`src/rtl/pra_pkg.sv`:
```
package pra_pkg;

   // merged status carried by each slot and by the completion
   typedef struct packed {
      logic shared;
      logic dirty;
      logic has_data;
      logic err;
   } pra_flags_t;

   localparam pra_flags_t PRA_FLAGS_CLEAR = '{shared: 1'b0, dirty: 1'b0, has_data: 1'b0, err: 1'b0};

endpackage

```
`src/rtl/pra_slot.sv`:
```
// One transaction slot: pending count plus folded status.
module pra_slot
   import pra_pkg::*;
#(
   parameter int CNT_W  = 4,
   parameter int DPTR_W = 6
) (
   input  logic              clk,
   input  logic              rst_n,
   input  logic              alloc_i,
   input  logic [CNT_W-1:0]  alloc_cnt_i,
   input  logic              hit_i,
   input  logic              rsp_shared_i,
   input  logic              rsp_dirty_i,
   input  logic              rsp_has_data_i,
   input  logic [DPTR_W-1:0] rsp_dptr_i,
   output logic              busy_o,
   output logic              finish_o,
   output pra_flags_t        merged_o,
   output logic [DPTR_W-1:0] merged_dptr_o
);

   logic              busy_q;
   logic [CNT_W-1:0]  cnt_q;
   pra_flags_t        flags_q;
   logic [DPTR_W-1:0] dptr_q;
   logic              take;

   assign take = hit_i && busy_q;

   always_comb begin
      merged_o.shared   = flags_q.shared   | rsp_shared_i;
      merged_o.dirty    = flags_q.dirty    | rsp_dirty_i;
      merged_o.has_data = flags_q.has_data | rsp_has_data_i;
      merged_o.err      = flags_q.err | (flags_q.has_data & rsp_has_data_i);
      merged_dptr_o     = flags_q.has_data ? dptr_q : rsp_dptr_i;
   end

   assign finish_o = take && (cnt_q == CNT_W'(1));
   assign busy_o   = busy_q;

   always_ff @(posedge clk) begin
      if (!rst_n) begin
         busy_q  <= 1'b0;
         cnt_q   <= '0;
         flags_q <= PRA_FLAGS_CLEAR;
         dptr_q  <= '0;
      end else if (alloc_i) begin
         busy_q  <= 1'b1;
         cnt_q   <= alloc_cnt_i;
         flags_q <= PRA_FLAGS_CLEAR;
         dptr_q  <= '0;
      end else if (take) begin
         flags_q <= merged_o;
         dptr_q  <= merged_dptr_o;
         cnt_q   <= cnt_q - CNT_W'(1);
         if (cnt_q == CNT_W'(1)) busy_q <= 1'b0;
      end
   end

endmodule

```
`src/rtl/pra_fanout.sv`:
```
// Target selection, pending-count computation and fan-out request.
module pra_fanout #(
   parameter int NUM_QUADS  = 8,
   parameter int NUM_LOCAL  = 4,
   parameter int TID_W      = 4,
   parameter int CNT_W      = 4,
   parameter bit REG_FANOUT = 1'b1
) (
   input  logic                 clk,
   input  logic                 rst_n,
   input  logic                 fire_i,
   input  logic [TID_W-1:0]     tid_i,
   input  logic [NUM_QUADS-1:0] mask_i,
   input  logic                 to_local_i,
   output logic [CNT_W-1:0]     exp_cnt_o,
   output logic                 fan_valid_o,
   output logic [TID_W-1:0]     fan_tid_o,
   output logic [NUM_QUADS-1:0] fan_mask_o,
   output logic                 fan_to_local_o
);

   localparam logic [NUM_QUADS-1:0] LOCAL_ALL = NUM_QUADS'((1 << NUM_LOCAL) - 1);

   logic [NUM_QUADS-1:0] eff_mask;

   assign eff_mask = to_local_i ? LOCAL_ALL : mask_i;

   always_comb begin
      exp_cnt_o = '0;
      for (int b = 0; b < NUM_QUADS; b++) begin
         exp_cnt_o = exp_cnt_o + CNT_W'(eff_mask[b]);
      end
   end

   generate
      if (REG_FANOUT) begin : g_reg
         always_ff @(posedge clk) begin
            if (!rst_n) begin
               fan_valid_o    <= 1'b0;
               fan_tid_o      <= '0;
               fan_mask_o     <= '0;
               fan_to_local_o <= 1'b0;
            end else begin
               fan_valid_o <= fire_i;
               if (fire_i) begin
                  fan_tid_o      <= tid_i;
                  fan_mask_o     <= eff_mask;
                  fan_to_local_o <= to_local_i;
               end
            end
         end
      end else begin : g_comb
         assign fan_valid_o    = fire_i;
         assign fan_tid_o      = tid_i;
         assign fan_mask_o     = eff_mask;
         assign fan_to_local_o = to_local_i;
      end
   endgenerate

endmodule

```
`src/rtl/pra_complete.sv`:
```
// Picks the finishing slot (or an empty-target probe) and registers the completion.
module pra_complete
   import pra_pkg::*;
#(
   parameter int NUM_SLOTS = 16,
   parameter int TID_W     = 4,
   parameter int DPTR_W    = 6
) (
   input  logic                              clk,
   input  logic                              rst_n,
   input  logic [NUM_SLOTS-1:0]              finish_i,
   input  pra_flags_t [NUM_SLOTS-1:0]        flags_i,
   input  logic [NUM_SLOTS-1:0][DPTR_W-1:0]  dptr_i,
   input  logic                              zero_i,
   input  logic [TID_W-1:0]                  zero_tid_i,
   output logic                              cmp_valid_o,
   output logic [TID_W-1:0]                  cmp_tid_o,
   output pra_flags_t                        cmp_flags_o,
   output logic [DPTR_W-1:0]                 cmp_dptr_o
);

   logic [TID_W-1:0] sel;
   logic             any;

   always_comb begin
      sel = '0;
      any = 1'b0;
      for (int i = NUM_SLOTS - 1; i >= 0; i--) begin
         if (finish_i[i]) begin
            sel = TID_W'(i);
            any = 1'b1;
         end
      end
   end

   always_ff @(posedge clk) begin
      if (!rst_n) begin
         cmp_valid_o <= 1'b0;
         cmp_tid_o   <= '0;
         cmp_flags_o <= PRA_FLAGS_CLEAR;
         cmp_dptr_o  <= '0;
      end else begin
         cmp_valid_o <= any || zero_i;
         if (any) begin
            cmp_tid_o   <= sel;
            cmp_flags_o <= flags_i[sel];
            cmp_dptr_o  <= dptr_i[sel];
         end else if (zero_i) begin
            cmp_tid_o   <= zero_tid_i;
            cmp_flags_o <= PRA_FLAGS_CLEAR;
            cmp_dptr_o  <= '0;
         end
      end
   end

endmodule

```
`src/rtl/probe_resp_accum.sv`:
```
module probe_resp_accum
   import pra_pkg::*;
#(
   parameter int NUM_SLOTS  = 16,
   parameter int NUM_QUADS  = 8,
   parameter int NUM_LOCAL  = 4,
   parameter int DPTR_W     = 6,
   parameter bit REG_FANOUT = 1'b1,
   localparam int TID_W     = $clog2(NUM_SLOTS),
   localparam int CNT_W     = $clog2(NUM_QUADS + 1)
) (
   input  logic                 clk,
   input  logic                 rst_n,
   input  logic                 prb_valid,
   output logic                 prb_ready,
   input  logic [TID_W-1:0]     prb_tid,
   input  logic [NUM_QUADS-1:0] prb_mask,
   input  logic                 prb_to_local,
   output logic                 fan_valid,
   output logic [TID_W-1:0]     fan_tid,
   output logic [NUM_QUADS-1:0] fan_mask,
   output logic                 fan_to_local,
   input  logic                 rsp_valid,
   input  logic [TID_W-1:0]     rsp_tid,
   input  logic                 rsp_shared,
   input  logic                 rsp_dirty,
   input  logic                 rsp_has_data,
   input  logic [DPTR_W-1:0]    rsp_dptr,
   output logic                 cmp_valid,
   output logic [TID_W-1:0]     cmp_tid,
   output logic                 cmp_shared,
   output logic                 cmp_dirty,
   output logic                 cmp_has_data,
   output logic [DPTR_W-1:0]    cmp_dptr,
   output logic                 cmp_err
);

   // elaboration-time parameter checks
   generate
      if (NUM_SLOTS < 2 || (1 << TID_W) != NUM_SLOTS) begin : g_bad_slots
         $error("NUM_SLOTS must be a power of two, at least 2");
      end
      if (NUM_LOCAL < 1 || NUM_LOCAL > NUM_QUADS) begin : g_bad_local
         $error("NUM_LOCAL must lie in 1..NUM_QUADS");
      end
      if (DPTR_W < 1) begin : g_bad_dptr
         $error("DPTR_W must be at least 1");
      end
   endgenerate

   logic [NUM_SLOTS-1:0]             busy_vec;
   logic [NUM_SLOTS-1:0]             finish_vec;
   pra_flags_t [NUM_SLOTS-1:0]       merged_vec;
   logic [NUM_SLOTS-1:0][DPTR_W-1:0] mdptr_vec;
   logic [CNT_W-1:0]                 exp_cnt;
   logic                             zero_tgt;
   logic                             accept;
   logic                             fire;
   pra_flags_t                       cmp_flags;

   assign zero_tgt  = (exp_cnt == '0);
   assign prb_ready = !busy_vec[prb_tid] && !(zero_tgt && (|finish_vec));
   assign accept    = prb_valid && prb_ready;
   assign fire      = accept && !zero_tgt;

   pra_fanout #(
      .NUM_QUADS (NUM_QUADS),
      .NUM_LOCAL (NUM_LOCAL),
      .TID_W     (TID_W),
      .CNT_W     (CNT_W),
      .REG_FANOUT(REG_FANOUT)
   ) u_fanout (
      .clk           (clk),
      .rst_n         (rst_n),
      .fire_i        (fire),
      .tid_i         (prb_tid),
      .mask_i        (prb_mask),
      .to_local_i    (prb_to_local),
      .exp_cnt_o     (exp_cnt),
      .fan_valid_o   (fan_valid),
      .fan_tid_o     (fan_tid),
      .fan_mask_o    (fan_mask),
      .fan_to_local_o(fan_to_local)
   );

   generate
      for (genvar s = 0; s < NUM_SLOTS; s++) begin : g_slot
         logic alloc_s;
         logic hit_s;
         assign alloc_s = fire && (prb_tid == TID_W'(s));
         assign hit_s   = rsp_valid && (rsp_tid == TID_W'(s));
         pra_slot #(
            .CNT_W (CNT_W),
            .DPTR_W(DPTR_W)
         ) u_slot (
            .clk           (clk),
            .rst_n         (rst_n),
            .alloc_i       (alloc_s),
            .alloc_cnt_i   (exp_cnt),
            .hit_i         (hit_s),
            .rsp_shared_i  (rsp_shared),
            .rsp_dirty_i   (rsp_dirty),
            .rsp_has_data_i(rsp_has_data),
            .rsp_dptr_i    (rsp_dptr),
            .busy_o        (busy_vec[s]),
            .finish_o      (finish_vec[s]),
            .merged_o      (merged_vec[s]),
            .merged_dptr_o (mdptr_vec[s])
         );
      end
   endgenerate

   pra_complete #(
      .NUM_SLOTS(NUM_SLOTS),
      .TID_W    (TID_W),
      .DPTR_W   (DPTR_W)
   ) u_complete (
      .clk        (clk),
      .rst_n      (rst_n),
      .finish_i   (finish_vec),
      .flags_i    (merged_vec),
      .dptr_i     (mdptr_vec),
      .zero_i     (accept && zero_tgt),
      .zero_tid_i (prb_tid),
      .cmp_valid_o(cmp_valid),
      .cmp_tid_o  (cmp_tid),
      .cmp_flags_o(cmp_flags),
      .cmp_dptr_o (cmp_dptr)
   );

   assign cmp_shared   = cmp_flags.shared;
   assign cmp_dirty    = cmp_flags.dirty;
   assign cmp_has_data = cmp_flags.has_data;
   assign cmp_err      = cmp_flags.err;

endmodule

```
`config.mk`:
```
export PLATFORM = sky130hd
export DESIGN_NAME = probe_resp_accum
export DESIGN_NICKNAME = d
export VERILOG_FILES = /design/src/rtl/pra_pkg.sv /design/src/rtl/pra_slot.sv /design/src/rtl/pra_fanout.sv /design/src/rtl/pra_complete.sv /design/src/rtl/probe_resp_accum.sv
export SDC_FILE = /design/constraint.sdc
export NUM_CORES = 1
export LEC_CHECK = 0
export CAP_MARGIN = 20
export CORE_UTILIZATION = 52
export DETAILED_ROUTE_END_ITERATION = 10
export GPL_ROUTABILITY_DRIVEN = 0
export GPL_TIMING_DRIVEN = 1
export PLACE_DENSITY = 0.79
export SYNTH_ARGS = -nofsm -noshare
export SYNTH_HDL_FRONTEND = slang
export SYNTH_SLANG_ARGS = --single-unit
```
`constraint.sdc`:
```
create_clock -name clk -period 5.6 [get_ports clk]
set_input_delay 1.12 -clock clk [delete_from_list [all_inputs] [get_ports clk]]
set_output_delay 1.12 -clock clk [all_outputs]
set_load 0.005 [all_outputs]
```
==> results.py, run 1 <==
metrics = {
    "power_and_ir_drop": {
        "power.density_nw_per_um2": 276,
        "ir_drop_uv": 284,
        "power.leakage_nw": 5.74,
        "fin_total_pwr_mw": 4.34,
    },
    "worst_setup_path": {
        "critPathCaptureType": "output port",
        "startpoint_type": "input pin",
        "critPathKind": "input pin to output port",
        "r2r_slack_ps": 2020,
        "cpPeakStageDelay_ps": 560,
        "cp_max_fo": 4,
        "reg2reg_depth": 12,
        "path_cells": "dlygate4sd2_1 -> or2_4 -> ha_4 -> inv_1 -> fa_1 -> fa_1 -> inv_2 -> fa_2 -> inv_2 -> fa_2 -> xnor2_2 -> nor4b_4 -> a21oi_2 -> buf_2",
        "critPathBufInv": 5,
        "r2r_end": "u_complete.cmp_dptr_o[3]",
        "cp.required_ps": 4480,
        "cp_top_family": "adder cells",
        "critical_path.slowest_cell": "fa_1",
        "path_depth": 14,
        "arrival_ps": 4370,
        "r2r_start": "g_slot[15].u_slot.cnt_q[1]",
    },
    "final_layout": {
        "final_util": 0.622,
        "nNetsFinal": 1778,
        "instances_no_fill": 2056,
        "drive_gt1_frac": 0.0956,
        "antenna_cells": 0,
        "final_common_cell": "dfxtp_1",
        "layout_common_cells": "dfxtp_1 (269), nor2_1 (193), a21oi_1 (170)",
        "final_cell_area_sq_um": 15700,
        "syn2layout_area_growth_pct": 17.0,
    },
    "synthesis": {
        "synth_area_per_cell_sq_um": 8.11,
        "yosysWarnings": 0,
        "ys_seq_elements": 269,
        "ys_types": 71,
        "synth-seq-area-share": 0.401,
        "synthCells": 1655,
        "synth_nets": 1724,
        "synthesis.area_sq_um": 13400,
        "synth_edf_count": 0,
        "synth-async-reset-ratio": 0,
        "synth_ff_type": "dfxtp_1",
    },
    "worst_hold_path": {
        "worstHoldStart": "g_slot[14].u_slot.flags_q[3]",
        "hold_depth": 2,
        "hold_class": "register to register",
        "hold_end": "g_slot[14].u_slot.flags_q[3]",
    },
    "clock_network": {
        "numClockSinks": 269,
        "clock_latency_ps": 560,
        "htreeDepth": 1,
        "cts_root_buffer": "clkbuf_16",
        "cts_max_path_buffers": 3,
        "cts.clk_slew.worst_paths_ps": 50,
        "tritoncts": "done",
        "cts_hold_buffers": 0,
        "cts_inserted_buffers": 29,
    },
    "sta": {
        "maxSlewHeadroom": 0.241,
        "finalClockSkew_ps": 20.6,
        "period_needed_ps": 5490,
        "tightest_slew_ps": 1140,
        "fmax_mhz": 182,
        "hold_viol": 0,
        "fin_crit_sh": 0.981,
        "fin_setup_tns_ps": 0,
        "slew_violations": 0,
        "finalSetupViolCount": 0,
    },
    "global_route": {
        "grt_max_degree": 54,
        "grt.total_usage": 0.301,
        "grt_overflow": 0,
        "antenna_found_initial": 0,
        "grt_pass1_vias": 11900,
        "grt_pass1_wl_mm": 63.3,
    },
    "placement": {
        "hpwl_mm": 27.6,
        "io_buffers": 59,
        "dpl.cell_count": 2006,
        "place_area_sq_um": 14800,
    },
    "run_status": {
        "status": "finished clean",
    },
    "die": {
        "die_w_um": 163,
        "dieArea_sq_um": 26500,
        "start_util": 0.532,
        "fp.coreArea_sq_um": 25300,
        "die_y_um": 163,
        "rows": 58,
        "pin_count": 60,
    },
    "route": {
        "viasPerCell": 6.27,
        "drtIter0Drc": 1528,
        "wl_mm": 40.3,
        "vias": 12900,
        "ant_nets": 0,
        "avgRoutedWirePerCell_um": 19.6,
        "drc": 0,
        "drt_first_pass_iters": 5,
    },
    "job": {
        "maxCapViolations": 0,
    },
}
[per-layer routing]
layer	global-route usage	up-vias	part of all wire
met4	0.114	0	0.037
met1	0.411	6104	0.42
met3	0.0489	121	0.094
met2	0.475	612	0.45
met5	0	-	0
li1	-	6051	-
[synthesized netlist by cell type, types with 22 or more instances]
library cell	n	area [sq um]
a211oi_1	35	263
a21oi_1	171	856
a31oi_1	66	413
buf_2	22	110
clkbuf_1	82	308
dfxtp_1	269	5390
ha_1	35	438
inv_1	61	229
mux2i_1	66	661
nand2_1	169	634
nand3_1	31	155
nor2_1	194	728
nor3b_1	24	180
o21ai_0	102	510
o22ai_1	37	231
[sequential cells by signal, summed over array words and instances (netlist names)]
name and flops:
g_slot.u_slot.dptr_q 96, g_slot.u_slot.cnt_q 64, g_slot.u_slot.flags_q 64, g_slot.u_slot.busy_o 16
u_fanout.fan_mask_o 8, u_complete.cmp_dptr_o 6, u_complete.cmp_flags_o 4, u_complete.cmp_tid_o 4
u_fanout.fan_tid_o 4, u_complete.cmp_valid_o 1, u_fanout.fan_to_local_o 1, u_fanout.fan_valid_o 1
[layout make-up]
class | count | area, sq um
inverters | 61 | 229
multi-input cells | 1208 | 7400
flip-flops and latches | 269 | 5390
clock inverters | 6 | 60.1
well taps | 330 | 413
clock buffers | 42 | 845
repair buffers | 140 | 1370
fillers | 2181 | 9550
[timing repair]
item,CTS,global route
endpoints found under the hold margin,0,0
gates resized for setup,9,6
pin swaps,3,9
endpoints found under the setup margin,1,1
buffers inserted,0,2
cloned,0,0
[worst max path at each step]
stage	start	to	slack, ps
4_1_cts	prb_mask[1]	prb_ready	1
3_5_place_dp	prb_to_local	prb_ready	-670
5_1_grt	prb_to_local	prb_ready	-10
3_3_place_gp	prb_to_local	prb_ready	-600
2_1_floorplan	prb_to_local	prb_ready	60
6_report	prb_to_local	prb_ready	110
[power breakdown]
part | total [mW] | switching, mW | leakage, nW | internal (mW)
Combinational | 0.513 | 0.308 | 3.13 | 0.205
Sequential | 1.97 | 0.0262 | 2.17 | 1.95
Clock | 1.85 | 0.772 | 0.441 | 1.08
[tightest hold or removal path, stage by stage (launching register included)]
cell	delay, ps
dfxtp_1	320
a21oi_1	40
nor2_1	70
[per-stage QoR]
| stage | worst slack [ps] | hold WS [ps] |
|---|---|---|
| 2_1_floorplan | 64.8 | 431 |
| 3_3_place_gp | -605 | 443 |
| 3_5_place_dp | -668 | 455 |
| 4_1_cts | 1.13 | 466 |
| 5_1_grt | -10.4 | 482 |
| 6_report | 107 | 463 |
[cell families (layout without fill, tap and decap cells)]
| group | after synthesis | in the layout | share of synthesized area |
|---|---|---|---|
| AND/OR/NAND/NOR | 576 | 576 | 0.210 |
| adder cells (fa/ha/maj) | 39 | 39 | 0.0386 |
| AO/OA/AOI/OAI | 484 | 484 | 0.215 |
| multiplexers | 76 | 76 | 0.0618 |
| flip-flops | 269 | 269 | 0.401 |
| buffers and inverters | 178 | 249 | 0.0524 |
| XOR/XNOR | 33 | 33 | 0.0215 |
No activity file was read; power rests on OpenSTA's default activity.
==> inputs of run 2 (changes only) <==
- TNS_END_PERCENT: unset -> 1
==> results of run 2 <==
Final layout, timing and power as in run 1 (identical DEF).
